[src/rtl/addr_alias_tester.sv]
module addr_alias_tester #(
  parameter int AW = 8,
  parameter int DW = 32
) (
  input  logic          clk,
  input  logic          rst_n,
  input  logic          start,
  input  logic [AW-1:0] base_addr,
  input  logic [AW:0]   size_words,
  output logic          busy,
  output logic          done,
  output logic          fail,
  output logic [AW-1:0] fail_taddr,
  output logic [AW-1:0] fail_probe,
  output logic [AW-1:0] fail_mask,
  output logic          mem_req,
  output logic          mem_we,
  output logic [AW-1:0] mem_addr,
  output logic [DW-1:0] mem_wdata,
  input  logic          mem_ack,
  input  logic [DW-1:0] mem_rdata
);
  localparam int EW = AW + 2;

  typedef enum logic [2:0] {ST_IDLE, ST_PROBE, ST_RD1, ST_WR, ST_RD2, ST_STEP} st_t;

  st_t           st;
  logic          sweep;
  logic [AW-1:0] base_q, anchor, mask;
  logic [AW:0]   size_q;
  logic [DW-1:0] wval;

  logic [AW-1:0] probe, last_a;
  logic [EW-1:0] lim;
  logic          in_rng;

  assign probe  = anchor ^ mask;
  assign lim    = EW'(base_q) + EW'(size_q);
  assign last_a = base_q + size_q[AW-1:0] - AW'(1);
  assign in_rng = (probe >= base_q) && (EW'(probe) < lim);

  assign busy      = (st != ST_IDLE);
  assign mem_req   = (st == ST_RD1) || (st == ST_WR) || (st == ST_RD2);
  assign mem_we    = (st == ST_WR);
  assign mem_addr  = (st == ST_WR) ? anchor : probe;
  assign mem_wdata = wval;

  always_ff @(posedge clk) begin
    if (!rst_n) begin
      st         <= ST_IDLE;
      sweep      <= 1'b0;
      base_q     <= '0;
      size_q     <= '0;
      anchor     <= '0;
      mask       <= '0;
      wval       <= '0;
      done       <= 1'b0;
      fail       <= 1'b0;
      fail_taddr <= '0;
      fail_probe <= '0;
      fail_mask  <= '0;
    end else begin
      case (st)
        ST_IDLE: if (start) begin
          base_q     <= base_addr;
          size_q     <= size_words;
          anchor     <= base_addr;
          mask       <= AW'(1);
          sweep      <= 1'b0;
          done       <= 1'b0;
          fail       <= 1'b0;
          fail_taddr <= '0;
          fail_probe <= '0;
          fail_mask  <= '0;
          st         <= ST_PROBE;
        end
        ST_PROBE: st <= in_rng ? ST_RD1 : ST_STEP;
        ST_RD1: if (mem_ack) begin
          wval <= ~mem_rdata;
          st   <= ST_WR;
        end
        ST_WR: if (mem_ack) st <= ST_RD2;
        ST_RD2: if (mem_ack) begin
          if (mem_rdata == wval) begin
            fail       <= 1'b1;
            fail_taddr <= anchor;
            fail_probe <= probe;
            fail_mask  <= mask;
            done       <= 1'b1;
            st         <= ST_IDLE;
          end else begin
            st <= ST_STEP;
          end
        end
        ST_STEP: begin
          if (mask[AW-1]) begin
            if (!sweep) begin
              sweep  <= 1'b1;
              anchor <= last_a;
              mask   <= AW'(1);
              st     <= ST_PROBE;
            end else begin
              done <= 1'b1;
              st   <= ST_IDLE;
            end
          end else begin
            mask <= mask << 1;
            st   <= ST_PROBE;
          end
        end
        default: st <= ST_IDLE;
      endcase
    end
  end
endmodule

[config.mk]
export PLATFORM = sky130hd
export DESIGN_NAME = addr_alias_tester
export DESIGN_NICKNAME = d
export VERILOG_FILES = /design/src/rtl/addr_alias_tester.sv
export SDC_FILE = /design/constraint.sdc
export NUM_CORES = 1
export LEC_CHECK = 0
export BUFFER_PORTS_ARGS = -buffer_cell sky130_fd_sc_hd__clkbuf_2
export CORE_MARGIN = 5
export CORE_UTILIZATION = 38
export CTS_CLUSTER_SIZE = 40
export DETAILED_ROUTE_END_ITERATION = 16
export PLACE_DENSITY_LB_ADDON = 0.3
export SLEW_MARGIN = 20
export SYNTH_ARGS = -nofsm -noshare
export SYNTH_HDL_FRONTEND = slang
export SYNTH_SLANG_ARGS = --single-unit
export TNS_END_PERCENT = 50
[constraint.sdc]
create_clock -name clk -period 2.9 [get_ports clk]
set_input_delay 0.435 -clock clk [delete_from_list [all_inputs] [get_ports clk]]
set_output_delay 0.435 -clock clk [all_outputs]
set_load 0.1 [all_outputs]
==> impl_results.md <==
- Rows: 43
- R2R depth: 15
- Largest net degree at the start of global routing: 65
- Status: finished, violations left
- Reg-to-reg endpoint: st[2]
- Total grt overflow: 0
- TritonCTS Buffers: 9
- Pleak: around 3.6 nW
- Unrepaired setup endpoints after global routing: yes
- Clk pin slew, worst setup/hold paths: 0.07 ns
- Antenna Cells: 0
- Avg Inst Size Synth: 8.41 sq um
- Hold path depth: 2
- Initial Util: 0.388
- Synth Warn #: 0
- Most common cell after layout, fill and taps aside: clkbuf_2
- Crit. End Element: flip-flop
- Crit share post-route: 1.02
- EDFF count, synth: 0
- Dpl ws: -0.270 ns
- Chip Height: about 130 microns
- Final hold vios: 0
- Netlist cell types: 52
- Clock latency on the worst-skew pair: 0.36 ns
- Share of cells above drive strength 1: 0.268
- Vias in the first global route: ~5000
- Fin Clk Skew: between 0.008 and 0.009 ns
- Crit-path max FO: 2
- Ys async rst share: 0
- Wire per inst: 15.4 microns
- HPWL after detailed placement: 10800 microns
- Post-Synth Adder-Cell Area: 0.0908
- CTS H-tree lvls: 3
- Final WL: 14800 microns
- Most frequent cells in the layout: clkbuf_2, nand2_1, dfxtp_1
- Global placement routability congestion: 0.862
- Flop-to-flop setup slack: -0.07 ns
- Critical R2R Launch: size_q[1]
- Post-synthesis compound-gate area fraction: 0.208
- Achievable Freq: 337 MHz
- CTS Sinks: 95
- Antenna viol nets, final: 0
- Mux cell area share after synthesis: 0.00741
- Area delta synth->final: 28.2%
- Die area: 16700 sq um
- Vias: 4967
- Worst Path Required: between 3 and 4 ns
- Max-Cap Viols: 0
- Register bit total from synthesis: 95
- Failing checks: setup timing
- Drt pass-1 iters: 6
- Initial DRC Count: between 300 and 400
- Mapped Area: 5400 sq um
- Filler instances: 1355
- Post-route setup slack: -0.0710 ns
- Largest family of logic cells by synthesized area: compound AO/OA/AOI/OAI gates
- Drt drc: 0
- Slew margin rel.: 0.415
- Die width: about 130 microns
- Core Box Area: 13900 sq um
- Xor-xnor portion of the synthesized cell area: 0.0908
- Hold buffer count at CTS: 0
- Longest Clk Path Bufs: 2
- CTS root buffer: clkbuf_16
- Initial antenna violation count: 0
- Sequential fraction of the synthesis area: 0.352
- Worst-Margin Slew: 0.876 ns
- Drt via density: 5.19
- Max Transition Viols Final: 0
- # IOs: 122
- Hold Path End: mem_wdata[31]
- Synth Area in Simple Gates: 0.196
- Ys flop type: dfxtp_1
- PortBufs: 121
- Max IR drop VDD: between 0.5 and 0.6 mV
- Pwr dens: 905 nW/um^2
- Crit path kind: reg2reg
- Fin crit period: a little under 3 ns
- Total Routing Usage GR: 0.177
- Global-route wire length before repair: 23900 microns
- HP Class: in2reg
- Final core utilization: 0.497
- Crit path DAT: 3.27 ns
- Final setup violating endpoints: 2
- Cells after Synth: 642
- Fin nets: 864
- Hold Path Origin: mem_rdata[31]
- CTS tree: yes
- Syn_nets: between 700 and 800
- Startpoint Class: flip-flop
==> worst max-delay path, cell delays in order, from the launching register on <==
cell	delay, ns
dfxtp_2	0.35
inv_2	0.06
ha_4	0.27
a211oi_4	0.05
o21bai_1	0.20
a21oi_2	0.09
o21ba_2	0.22
o21ba_4	0.19
xor2_1	0.14
ha_1	0.28
o21a_1	0.13
nor2_1	0.04
a311o_1	0.30
o21bai_1	0.17
o31ai_2	0.23
o311a_1	0.19
==> worst max path at each step <==
stage	depth (start not counted)	startpoint	endpoint	slack [ns]
6_report	15	size_q[1]	st[2]	-0.07
5_1_grt	15	size_q[1]	st[2]	-0.25
4_1_cts	15	size_q[2]	st[2]	-0.07
3_5_place_dp	15	size_q[0]	st[2]	-0.27
3_3_place_gp	15	size_q[0]	st[2]	-0.18
2_1_floorplan	5	st[2]	mem_addr[4]	-0.24
==> final cells by class <==
cell class | instances | area (sq um) | share of cell area
Multi-Input combinational cell | 473 | 3360 | 0.485
Sequential cell | 95 | 1910 | 0.276
Timing Repair Buffer | 157 | 1010 | 0.146
Clock buffer | 10 | 239 | 0.0345
Tap cell | 180 | 225 | 0.0325
Inverter | 37 | 139 | 0.0201
Clock inverter | 5 | 41.3 | 0.00596
==> registers in the layout (all words and copies together), names as in the netlist <==
register and cells:
fail_probe 8, size_q 9, fail_mask 8, anchor 8, base_q 8, done 1
st 3, sweep 1, fail_taddr 8, fail 1, mask 8, mem_wdata 32
==> kinds of logic (layout without fill, tap and decap cells) <==
logic type,count (synthesis),count (layout)
compound gates,153,153
xor+xnor,56,56
fa+ha+maj,38,38
buf+inv,74,209
flops,95,95
mux,4,4
simple gates,222,222
==> through the flow <==
step                      area [sq um]  hold slack [ns]  setup TNS [ns]  instances  power (mW)
after floorplan                   5440            0.447          -0.924        642        4.14
after global placement            6490            0.467          -0.398        937        4.95
after detailed placement          6490            0.476          -0.685        937        5.02
after CTS                         6870            0.272          -0.123        956        6.25
after global routing              6930            0.288          -0.649        957        6.66
final                             6930            0.281         -0.0956        957        6.27
==> layer usage <==
layer	up-vias	wire length [microns]	track usage
met1	2329	6160	0.213
met2	142	7200	0.302
li1	2474	-	-
met3	22	1160	0.0478
met4	0	247	0.0667
met5	-	0	0
==> cells in the mapped netlist (all sizes together), types with 6 or more instances <==
master / number / area [sq um]
a21boi: 10 / 75.1
o21ai: 18 / 90.1
nand3: 13 / 65.1
inv: 37 / 139
clkbuf: 32 / 120
a21oi: 33 / 165
nand3b: 10 / 75.1
nor4: 10 / 83.8
nor2b: 10 / 62.6
xnor2: 13 / 114
a22oi: 7 / 52.6
o21a: 18 / 135
o211a: 35 / 350
nand2: 107 / 402
dfxtp: 95 / 1900
and3: 17 / 106
nor2: 37 / 141
ha: 36 / 450
xor2: 43 / 377
nand2b: 6 / 37.5
==> report_power, final <==
part	total (mW)	leakage [nW]	internal [mW]	switching, mW
logic	3.39	2.66	1.15	2.24
registers	1.73	0.774	1.49	0.238
clock network	1.15	0.132	0.608	0.544
total	6.27	3.56	3.25	3.02
==> timing repair <==
action	CTS	global route
gates resized for setup	22	9
setup buffers	4	1
pin swaps	12	9
setup endpoints to repair	3	3
hold endpoints to repair	0	0
(Power assumes the default switching activity.)
